**src/rtl/cbt_pkg.sv**
```systemverilog
package cbt_pkg;

   localparam int unsigned CBT_PRESC_W = 8;
   localparam int unsigned CBT_SEG_W   = 3;
   localparam int unsigned CBT_RJW_W   = 2;

   typedef enum logic [1:0] {
      SEG_SYNC = 2'd0,
      SEG_PROP = 2'd1,
      SEG_PH1  = 2'd2,
      SEG_PH2  = 2'd3
   } seg_e;

endpackage

```
**src/rtl/cbt_tq_prescaler.sv**
```systemverilog
module cbt_tq_prescaler #(
   parameter int unsigned PRESC_W = 8
) (
   input  logic               clk,
   input  logic               rst_n,
   input  logic               clr_i,
   input  logic [PRESC_W-1:0] div_i,
   output logic               tick_o
);

   logic [PRESC_W-1:0] cnt_q;

   assign tick_o = !clr_i && (cnt_q == div_i);

   always_ff @(posedge clk or negedge rst_n) begin
      if (!rst_n) begin
         cnt_q <= '0;
      end else if (clr_i || tick_o) begin
         cnt_q <= '0;
      end else begin
         cnt_q <= cnt_q + 1'b1;
      end
   end

   AST_TICK_GAP: assert property (@(posedge clk) disable iff (!rst_n)
      (tick_o && (div_i != '0) && !clr_i) |=> !tick_o);

endmodule

```
**src/rtl/cbt_edge_detect.sv**
```systemverilog
module cbt_edge_detect #(
   parameter int unsigned RX_SYNC = 0
) (
   input  logic clk,
   input  logic rst_n,
   input  logic rx_i,
   output logic fall_o
);

   logic rx_s;
   logic rx_prev_q;

   generate
      if (RX_SYNC == 0) begin : g_direct
         assign rx_s = rx_i;
      end else begin : g_sync
         logic [RX_SYNC-1:0] sh_q;
         always_ff @(posedge clk or negedge rst_n) begin
            if (!rst_n) begin
               sh_q <= '1;
            end else begin
               sh_q[0] <= rx_i;
               for (int i = 1; i < RX_SYNC; i++) begin
                  sh_q[i] <= sh_q[i-1];
               end
            end
         end
         assign rx_s = sh_q[RX_SYNC-1];
      end
   endgenerate

   always_ff @(posedge clk or negedge rst_n) begin
      if (!rst_n) rx_prev_q <= 1'b1;
      else        rx_prev_q <= rx_s;
   end

   assign fall_o = rx_prev_q && !rx_s;

endmodule

```
**src/rtl/cbt_seg_fsm.sv**
```systemverilog
module cbt_seg_fsm
   import cbt_pkg::*;
#(
   parameter int unsigned SEG_W = 3,
   parameter int unsigned RJW_W = 2
) (
   input  logic             clk,
   input  logic             rst_n,
   input  logic             clr_i,
   input  logic             tick_i,
   input  logic             fall_i,
   input  logic [SEG_W-1:0] prop_i,
   input  logic [SEG_W-1:0] ph1_i,
   input  logic [SEG_W-1:0] ph2_i,
   input  logic [RJW_W-1:0] rjw_i,
   output seg_e             seg_o,
   output logic             sample_o,
   output logic             bit_o
);

   localparam int unsigned QW = SEG_W + 1;
   localparam int unsigned PW = SEG_W + 2;
   localparam int unsigned AW = RJW_W + 1;

   seg_e            seg_q;
   logic [QW-1:0]   qcnt_q;
   logic [AW-1:0]   ext_q, shr_q;

   logic [SEG_W-1:0] ph2_eff;
   logic [AW-1:0]    lim;
   logic [PW-1:0]    pos1;
   logic [QW-1:0]    rem2;
   logic             in_t1, in_p2;
   logic [AW-1:0]    ext_new, shr_new, ext_eff, shr_eff;
   logic [QW-1:0]    end1, end2;
   logic             last;

   assign ph2_eff = (ph2_i == '0) ? SEG_W'(1) : ph2_i;
   assign lim     = AW'(rjw_i) + AW'(1);
   assign in_t1   = (seg_q == SEG_PROP) || (seg_q == SEG_PH1);
   assign in_p2   = (seg_q == SEG_PH2);

   // quanta of time segment 1 already completed
   assign pos1 = (seg_q == SEG_PROP) ? PW'(qcnt_q)
                                     : PW'(prop_i) + PW'(1) + PW'(qcnt_q);
   // phase 2 quanta left after the current one
   assign rem2 = QW'(ph2_eff) - qcnt_q;

   assign ext_new = (pos1 < PW'(lim)) ? AW'(pos1) : lim;
   assign shr_new = (rem2 < QW'(lim)) ? AW'(rem2) : lim;
   assign ext_eff = (fall_i && in_t1) ? ext_new : ext_q;
   assign shr_eff = (fall_i && in_p2) ? shr_new : shr_q;

   assign end1 = QW'(ph1_i) + QW'(ext_eff);
   assign end2 = QW'(ph2_eff) - QW'(shr_eff);

   always_comb begin
      unique case (seg_q)
         SEG_SYNC: last = 1'b1;
         SEG_PROP: last = (qcnt_q == QW'(prop_i));
         SEG_PH1:  last = (qcnt_q == end1);
         default:  last = (qcnt_q == end2);
      endcase
   end

   assign sample_o = tick_i && last && (seg_q == SEG_PH1);
   assign bit_o    = tick_i && last && (seg_q == SEG_PH2);
   assign seg_o    = seg_q;

   always_ff @(posedge clk or negedge rst_n) begin
      if (!rst_n) begin
         seg_q  <= SEG_SYNC;
         qcnt_q <= '0;
         ext_q  <= '0;
         shr_q  <= '0;
      end else if (clr_i) begin
         seg_q  <= SEG_SYNC;
         qcnt_q <= '0;
         ext_q  <= '0;
         shr_q  <= '0;
      end else begin
         if (fall_i && in_t1) ext_q <= ext_new;
         if (fall_i && in_p2) shr_q <= shr_new;
         if (tick_i) begin
            if (last) begin
               qcnt_q <= '0;
               unique case (seg_q)
                  SEG_SYNC: seg_q <= SEG_PROP;
                  SEG_PROP: seg_q <= SEG_PH1;
                  SEG_PH1:  seg_q <= SEG_PH2;
                  default: begin
                     seg_q <= SEG_SYNC;
                     ext_q <= '0;
                     shr_q <= '0;
                  end
               endcase
            end else begin
               qcnt_q <= qcnt_q + 1'b1;
            end
         end
      end
   end

   AST_SAMPLE_TO_PH2: assert property (@(posedge clk) disable iff (!rst_n)
      sample_o |=> (seg_q == SEG_PH2));

   AST_BIT_TO_SYNC: assert property (@(posedge clk) disable iff (!rst_n)
      bit_o |=> (seg_q == SEG_SYNC));

   AST_SEG_HOLD: assert property (@(posedge clk) disable iff (!rst_n)
      (!tick_i && !clr_i) |=> $stable(seg_q));

   AST_EXT_BOUND: assert property (@(posedge clk) disable iff (!rst_n || clr_i)
      (ext_q <= lim) && (shr_q <= lim));

endmodule

```
**src/rtl/cbt_sequencer.sv**
```systemverilog
module cbt_sequencer
   import cbt_pkg::*;
#(
   parameter int unsigned PRESC_W = CBT_PRESC_W,
   parameter int unsigned SEG_W   = CBT_SEG_W,
   parameter int unsigned RJW_W   = CBT_RJW_W,
   parameter int unsigned RX_SYNC = 0,
   localparam int unsigned CFG_W  = PRESC_W + 3 * SEG_W + RJW_W
) (
   input  logic             clk,
   input  logic             rst_n,
   input  logic             cfg_mode,
   input  logic [CFG_W-1:0] cfg_word,
   input  logic             rx,
   input  logic             hard_sync,
   output logic             tq_tick,
   output logic             sample_stb,
   output logic             bit_stb,
   output logic [1:0]       seg
);

   localparam int unsigned OFS_PROP = PRESC_W;
   localparam int unsigned OFS_PH1  = PRESC_W + SEG_W;
   localparam int unsigned OFS_PH2  = PRESC_W + 2 * SEG_W;
   localparam int unsigned OFS_RJW  = PRESC_W + 3 * SEG_W;

   generate
      if (PRESC_W < 1 || PRESC_W > 16) begin : g_bad_presc
         $error("cbt_sequencer: PRESC_W out of range");
      end
      if (SEG_W < 2 || SEG_W > 6) begin : g_bad_seg
         $error("cbt_sequencer: SEG_W out of range");
      end
      if (RJW_W < 1 || RJW_W > SEG_W) begin : g_bad_rjw
         $error("cbt_sequencer: RJW_W must be 1..SEG_W");
      end
      if (RX_SYNC > 3) begin : g_bad_sync
         $error("cbt_sequencer: RX_SYNC must be 0..3");
      end
   endgenerate

   logic [CFG_W-1:0] cfg_q;
   logic             clr;
   logic             fall;
   seg_e             seg_w;

   always_ff @(posedge clk or negedge rst_n) begin
      if (!rst_n)        cfg_q <= '0;
      else if (cfg_mode) cfg_q <= cfg_word;
   end

   assign clr = cfg_mode || hard_sync;

   cbt_tq_prescaler #(.PRESC_W(PRESC_W)) i_presc (
      .clk    (clk),
      .rst_n  (rst_n),
      .clr_i  (clr),
      .div_i  (cfg_q[PRESC_W-1:0]),
      .tick_o (tq_tick)
   );

   cbt_edge_detect #(.RX_SYNC(RX_SYNC)) i_edge (
      .clk    (clk),
      .rst_n  (rst_n),
      .rx_i   (rx),
      .fall_o (fall)
   );

   cbt_seg_fsm #(.SEG_W(SEG_W), .RJW_W(RJW_W)) i_fsm (
      .clk      (clk),
      .rst_n    (rst_n),
      .clr_i    (clr),
      .tick_i   (tq_tick),
      .fall_i   (fall),
      .prop_i   (cfg_q[OFS_PROP +: SEG_W]),
      .ph1_i    (cfg_q[OFS_PH1 +: SEG_W]),
      .ph2_i    (cfg_q[OFS_PH2 +: SEG_W]),
      .rjw_i    (cfg_q[OFS_RJW +: RJW_W]),
      .seg_o    (seg_w),
      .sample_o (sample_stb),
      .bit_o    (bit_stb)
   );

   assign seg = seg_w;

   AST_HSYNC_RESTART: assert property (@(posedge clk) disable iff (!rst_n)
      hard_sync |=> (seg == 2'd0));

   AST_CFG_PARKED: assert property (@(posedge clk) disable iff (!rst_n)
      cfg_mode |=> (seg == 2'd0));

endmodule

```
**config.mk**
```make
export PLATFORM = sky130hd
export DESIGN_NAME = cbt_sequencer
export DESIGN_NICKNAME = d
export VERILOG_FILES = /design/src/rtl/cbt_pkg.sv /design/src/rtl/cbt_tq_prescaler.sv /design/src/rtl/cbt_edge_detect.sv /design/src/rtl/cbt_seg_fsm.sv /design/src/rtl/cbt_sequencer.sv
export SDC_FILE = /design/constraint.sdc
export NUM_CORES = 1
export LEC_CHECK = 0
export BUFFER_PORTS_ARGS = -buffer_cell sky130_fd_sc_hd__buf_2
export CORE_MARGIN = 1.5
export CORE_UTILIZATION = 40
export CTS_BUF_LIST = sky130_fd_sc_hd__clkbuf_8 sky130_fd_sc_hd__clkbuf_16
export CTS_CLUSTER_DIAMETER = 80
export DETAILED_ROUTE_END_ITERATION = 16
export PLACE_DENSITY = 0.62
export SYNTH_ARGS = -nofsm -noshare
export SYNTH_HDL_FRONTEND = slang
export SYNTH_SLANG_ARGS = --single-unit
```
**constraint.sdc**
```tcl
create_clock -name clk -period 7.8 [get_ports clk]
set_clock_uncertainty 0.2 [all_clocks]
set_input_delay 1.56 -clock clk [delete_from_list [all_inputs] [get_ports clk]]
set_output_delay 1.56 -clock clk [all_outputs]
set_load 0.1 [all_outputs]
```
==> Word-level counts from Yosys, hierarchy flattened <==
Cells that the tools add are included.
{ "word_totals": {"regBits": 40, "out_inout_bits": 5, "elab_cells": 65} }
{ "op_classes": {"addsub": 8, "order_cmp": 2, "eq_ne": 7, "muxes": 23, "n_reduce_logical": 18} }
{ "ops": {"columns": ["operator", "n"], "rows": [
  ["3-bit two-way mux", 13],
  ["4-bit two-way mux", 3],
  ["8-bit by 1-bit adder with 8-bit output (second input constant)", 1],
  ["4-bit equality test", 2],
  ["8-bit equality test", 1],
  ["8-bit two-way mux", 1],
  ["1-bit logical AND", 7],
  ["2-bit two-way mux", 3],
  ["2-bit one-hot mux with 3 select lines", 1],
  ["5-bit by 4-bit adder with 5-bit output", 1],
  ["5-bit by 3-bit less-than comparator with 1-bit output", 1],
  ["5-bit two-way mux", 1],
  ["3-bit by 1-bit adder with 4-bit output (second input constant)", 1],
  ["3-bit by 3-bit adder with 4-bit output", 1],
  ["4-bit by 1-bit adder with 4-bit output (second input constant)", 1],
  ["2-bit equality test (second input constant)", 2],
  ["4-bit by 3-bit equality test with 1-bit output", 1],
  ["4-bit by 3-bit less-than comparator with 1-bit output", 1],
  ["2-bit nonzero test", 2],
  ["3-bit by 3-bit subtractor with 4-bit output", 1],
  ["3-bit by 4-bit subtractor with 4-bit output", 1],
  ["2-bit by 1-bit adder with 3-bit output (second input constant)", 1],
  ["3-bit zero test", 1],
  ["1-bit logical OR", 3],
  ["6 further kinds", 7]
]} }

==> Depth between registers and ports, before layout <==
{ "depth": {"ltp_word": 12, "mapped_depth": 23, "depth_no_buf": 22} }

==> Modules after synthesis <==
From an unflattened synthesis, not the netlist that was laid out.
{ "hier_totals": {"hier_cells": 267, "hier_area_um2": 2905.3} }
{ "modules_own_cells": {"columns": ["module", "instances", "cells_per_inst", "area_per_inst_um2"], "rows": [
  ["cbt_seg_fsm", 1, 178, 1551.5],
  ["cbt_sequencer", 1, 41, 789.5],
  ["cbt_tq_prescaler", 1, 46, 524.3],
  ["cbt_edge_detect", 1, 2, 40.0]
]} }

==> Worst setup path after synthesis <==
Ideal clock, no wire load.
{ "synth_timing": {"path_type": "flip-flop to output port", "from": "register i_fsm.seg_q[1], in the netlist i_fsm.seg_o[1]", "to": "output sample_stb", "arrival_time_ns": 6.398, "t_required_ns": 6.040, "path_slack_ns": -0.358, "stages_incl_launch_ff": 21, "cell_sequence": "dfrtp_1 inv_1 ha_1 buf_4 mux2i_1 ha_1 o21ai_0 a21oi_1 a211o_1 o21ai_0 nand3_1 nand2_1 ha_1 inv_1 fa_1 nand2b_1 a31oi_1 xnor2_1 a41oi_2 buf_6 nor3b_1"} }
{ "synth_via": {"elab_chain_len": 10, "word_cells_on_any_way": 19} }
{ "synth_rtl": {"columns": ["element", "line", "rtl"], "rows": [
  ["start: declaration", "cbt_seg_fsm.sv:25", "seg_e seg_q;"],
  ["start signal: assignment", "cbt_seg_fsm.sv:72", "seg_q <= SEG_SYNC;"],
  ["start signal: assignment", "cbt_seg_fsm.sv:77", "seg_q <= SEG_SYNC;"],
  ["start signal: assignment", "cbt_seg_fsm.sv:88", "SEG_SYNC: seg_q <= SEG_PROP;"],
  ["2-bit by 1-bit equality test with 1-bit output", "cbt_seg_fsm.sv:40, cbt_seg_fsm.sv:44, cbt_seg_fsm.sv:58", null],
  ["5-bit two-way mux", "cbt_seg_fsm.sv:44", "assign pos1 = (seg_q == SEG_PROP) ? PW'(qcnt_q)"],
  ["5-bit by 3-bit less-than comparator with 1-bit output", "cbt_seg_fsm.sv:49", "assign ext_new = (pos1 < PW'(lim)) ? AW'(pos1) : lim;"],
  ["3-bit two-way mux", "cbt_seg_fsm.sv:49", null],
  ["3-bit two-way mux", "cbt_seg_fsm.sv:51", "assign ext_eff = (fall_i && in_t1) ? ext_new : ext_q;"],
  ["3-bit by 3-bit adder with 4-bit output", "cbt_seg_fsm.sv:54", "assign end1 = QW'(ph1_i) + QW'(ext_eff);"],
  ["4-bit equality test", "cbt_seg_fsm.sv:61", "SEG_PH1: last = (qcnt_q == end1);"],
  ["1-bit one-hot mux with 3 select lines", "cbt_seg_fsm.sv:58", "unique case (seg_q)"],
  ["1-bit logical AND", "cbt_seg_fsm.sv:66", "assign sample_o = tick_i && last && (seg_q == SEG_PH1);"],
  ["1-bit logical AND (*)", "cbt_seg_fsm.sv:66", null],
  ["end: declaration", "cbt_sequencer.sv:17", "output logic sample_stb,"]
]} }
Mark *: on every way between the ends. The rest lies on a longest branch, timed or not.

==> Final worst setup path <==
{ "layout_timing": {"from": "register cfg_q[8]", "to": "output sample_stb"} }
{ "layout_via": {"elab_chain_len": 11, "word_cells_on_any_way": 12} }
{ "layout_rtl": {"columns": ["element", "line", "rtl"], "rows": [
  ["start: declaration", "cbt_sequencer.sv:42", "logic [CFG_W-1:0] cfg_q;"],
  ["start signal: assignment", "cbt_sequencer.sv:49", "else if (cfg_mode) cfg_q <= cfg_word;"],
  ["3-bit by 1-bit adder with 4-bit output", "cbt_seg_fsm.sv:45", ": PW'(prop_i) + PW'(1) + PW'(qcnt_q);"],
  ["5-bit by 4-bit adder with 5-bit output", "cbt_seg_fsm.sv:45", null],
  ["5-bit two-way mux", "cbt_seg_fsm.sv:44", null],
  ["5-bit by 3-bit less-than comparator with 1-bit output", "cbt_seg_fsm.sv:49", null],
  ["3-bit two-way mux", "cbt_seg_fsm.sv:49", null],
  ["3-bit two-way mux", "cbt_seg_fsm.sv:51", null],
  ["3-bit by 3-bit adder with 4-bit output", "cbt_seg_fsm.sv:54", null],
  ["4-bit equality test", "cbt_seg_fsm.sv:61", null],
  ["1-bit one-hot mux with 3 select lines (*)", "cbt_seg_fsm.sv:58", null],
  ["1-bit logical AND (*) (2 in a row)", "cbt_seg_fsm.sv:66", null]
]} }
Marks and branches as above.

==> metrics <==
RSZ-0062 raised after global routing false; critical path capture point type output port; Congestion Overflow GR 0; Crit path required time 6040 ps; post-synth cell types 50; # diodes 0; ANT nets after route 0; Pre-Repair DR Iteration Count 4; vias in the first global route 2026; Port Buffers 28; R2R setup slack 2540 ps; Levels on crit path 21; Max Slew Vio Count 0; syn nets 335; fraction of layout cells with a size suffix above 1 21.2%; f_max 140 MHz; # rows 30; worst path cell trace ha_1, inv_1, fa_1, xor2_1, o21ai_0, ha_1, o21ai_0, a21oi_1, a211o_1, o21ai_0, nand3_1, nand2_1, ha_1, inv_1, fa_1, nand2b_1, a31oi_1, xnor2_1, a41oi_2, nor3b_2, buf_2; Reg2Reg Launch Point cfg_q[8]; crit path to sample_stb; Longest Clk Path Bufs 2; PwrDens 160 nW/µm²; final-layout fill cell count 665; clock sink count 40; core area 6790 µm²; Max-cap violations 0; Leak 1.40 nW; initial antenna violation count 0; period utilization 91.7%; Reg2Reg Depth 21; Yosys top cell area share 34.8%; first-pass GRT wire length 9820 µm; vias per inst 5.17; Synth async-reset ratio 100%; CP startpoint cfg_q[8]; hold_ws 316 ps; Syn Area/Cell 9.93 µm²; Ports 29; Die X 86.7 µm; Wirelength per Cell 14.6 µm; via count 2083; All-Layer GR Usage 17.3%; CP Max Fanout 11; # hold bufs at CTS 0; Die Y 86.7 µm; status complete, no violations; ys flop type dfrtp_1; CTS tree built; final core utilization 46.0%; warnings from Yosys 0; Root Buffer clkbuf_8; cts repair resizes 0; most area-consuming cells after synthesis dfrtp_1 35%, ha_1 11%, mux2_2 6.4%; CP Class register to output port; CP Data Arrival Time 5400 ps; final critical-path required period 7160 ps; number of flops mapped to enable cells by yosys 0; clk slew on worst S/H paths 80 ps; worst reg2reg endpoint i_fsm.shr_q[0]; Buf/Inv on CP 3; drt drc 0; Mapped Cells 282; final setup fails 0; post-DP HPWL 4430 µm; Final Power 501 µW; Synth Cell Area 2800 µm²; Initial Utilization 41.2%; die footprint 7510 µm²; pin count of the biggest net entering global routing 41; Slew HR 40.1%; setup TNS 0 ps; Slowest-stage cell, CP fa_1; CP top delay family adder cells; worst hold path class register to register; sequential share of the synthesized area 35.8%; area growth from synthesis to layout 11.6%; worst slew pin tran 899 ps; register bit total from synthesis 40; Initial DRC Count 122; nets 359; Post-synth top cells 39 x dfrtp_1, 25 x ha_1, 24 x nand2_1, 19 x nor2_1, 17 x inv_1; Post-Route WL 5890 µm; post-CTS setup buffers 0; TritonCTS Buffers 5; clk_lat worst skew 310 ps; Worst path max stage delay 440 ps; cell with the most instances after synthesis dfrtp_1; H-tree Lvls 2; RePlAce Congestion 0.800; Yosys top cell by area dfrtp_1; Fin. Hold Viols 0; Startpoint Class register; Max IR drop VDD 87.1 µV
==> report_power, final <==
part | internal (mW) | switching (mW) | total, mW
combinational | 0.0434 | 0.0525 | 0.0960
clock | 0.0964 | 0.0806 | 0.177
sequential | 0.218 | 0.00966 | 0.228
==> per-stage QoR <==
| stage | setup slack (ps) | instances | area, µm² |
|---|---|---|---|
| floorplan | 623 | 282 | 2810 |
| global placement | 1040 | 395 | 3010 |
| detailed placement | 985 | 395 | 3010 |
| CTS | 648 | 403 | 3130 |
| global route | 301 | 403 | 3130 |
| finish | 644 | 403 | 3130 |
==> cells by family (layout without fill, tap and decap cells) <==
logic type	after synthesis	count (layout)	synth area share, %
simple gates	92	92	17.5
flops	40	40	35.8
xor+xnor	21	21	6.57
compound gates	50	50	13.1
buf+inv	28	53	4.47
mux	22	22	8.58
fa+ha+maj	29	29	14.0
==> cells in the final DEF, fill, tap and decap left out, types with 5 or more instances in the layout <==
cell | netlist | layout
o21ai_0 | 11 | 11
inv_1 | 17 | 17
clkbuf_8 | 0 | 5
xor2_1 | 15 | 15
ha_1 | 25 | 25
mux2_2 | 16 | 16
nor2b_1 | 6 | 6
buf_2 | 0 | 28
and3_1 | 6 | 6
nand3_1 | 10 | 10
a21oi_1 | 11 | 11
dfrtp_1 | 39 | 39
nand2_1 | 24 | 24
mux2i_1 | 6 | 6
xnor2_1 | 6 | 6
nor2_1 | 19 | 19
==> worst min path at each step <==
stage	from	slack (ps)	cells after the start	endpoint
global route	cfg_q[13]	350	1	cfg_q[13]
detailed placement	cfg_q[18]	300	1	cfg_q[18]
floorplan	cfg_q[14]	280	1	cfg_q[14]
global placement	cfg_q[18]	300	1	cfg_q[18]
CTS	cfg_q[18]	320	1	cfg_q[18]
finish	cfg_q[18]	320	1	cfg_q[18]
==> registers in the layout, summed over array words and instances, names as in the netlist <==
name              count
i_fsm.seg_o           2
i_fsm.ext_q           3
i_edge.rx_prev_q      1
cfg_q                19
i_fsm.shr_q           3
i_presc.cnt_q         8
i_fsm.qcnt_q          4
==> metal layers <==
layer | wire [µm] | GRT usage, % | share of wire (%) | vias up
met4 | 81 | 5.28 | 1.4 | 0
li1 | - | - | - | 1037
met1 | 2900 | 23.3 | 49 | 997
met2 | 2670 | 27.4 | 45 | 42
met5 | 0 | 0 | 0 | -
met3 | 235 | 4.29 | 4.0 | 7
==> cell type report <==
type / count / area [µm²] / area share (%)
tap: 96 / 120 / 3.84
timing repair buffer: 28 / 140 / 4.48
clock buffer: 5 / 68.8 / 2.20
multi-input combinational: 214 / 1680 / 53.9
clock inverter: 3 / 47.5 / 1.52
sequential: 40 / 1000 / 32.1
inverter: 17 / 63.8 / 2.04
(Power assumes the default switching activity.)
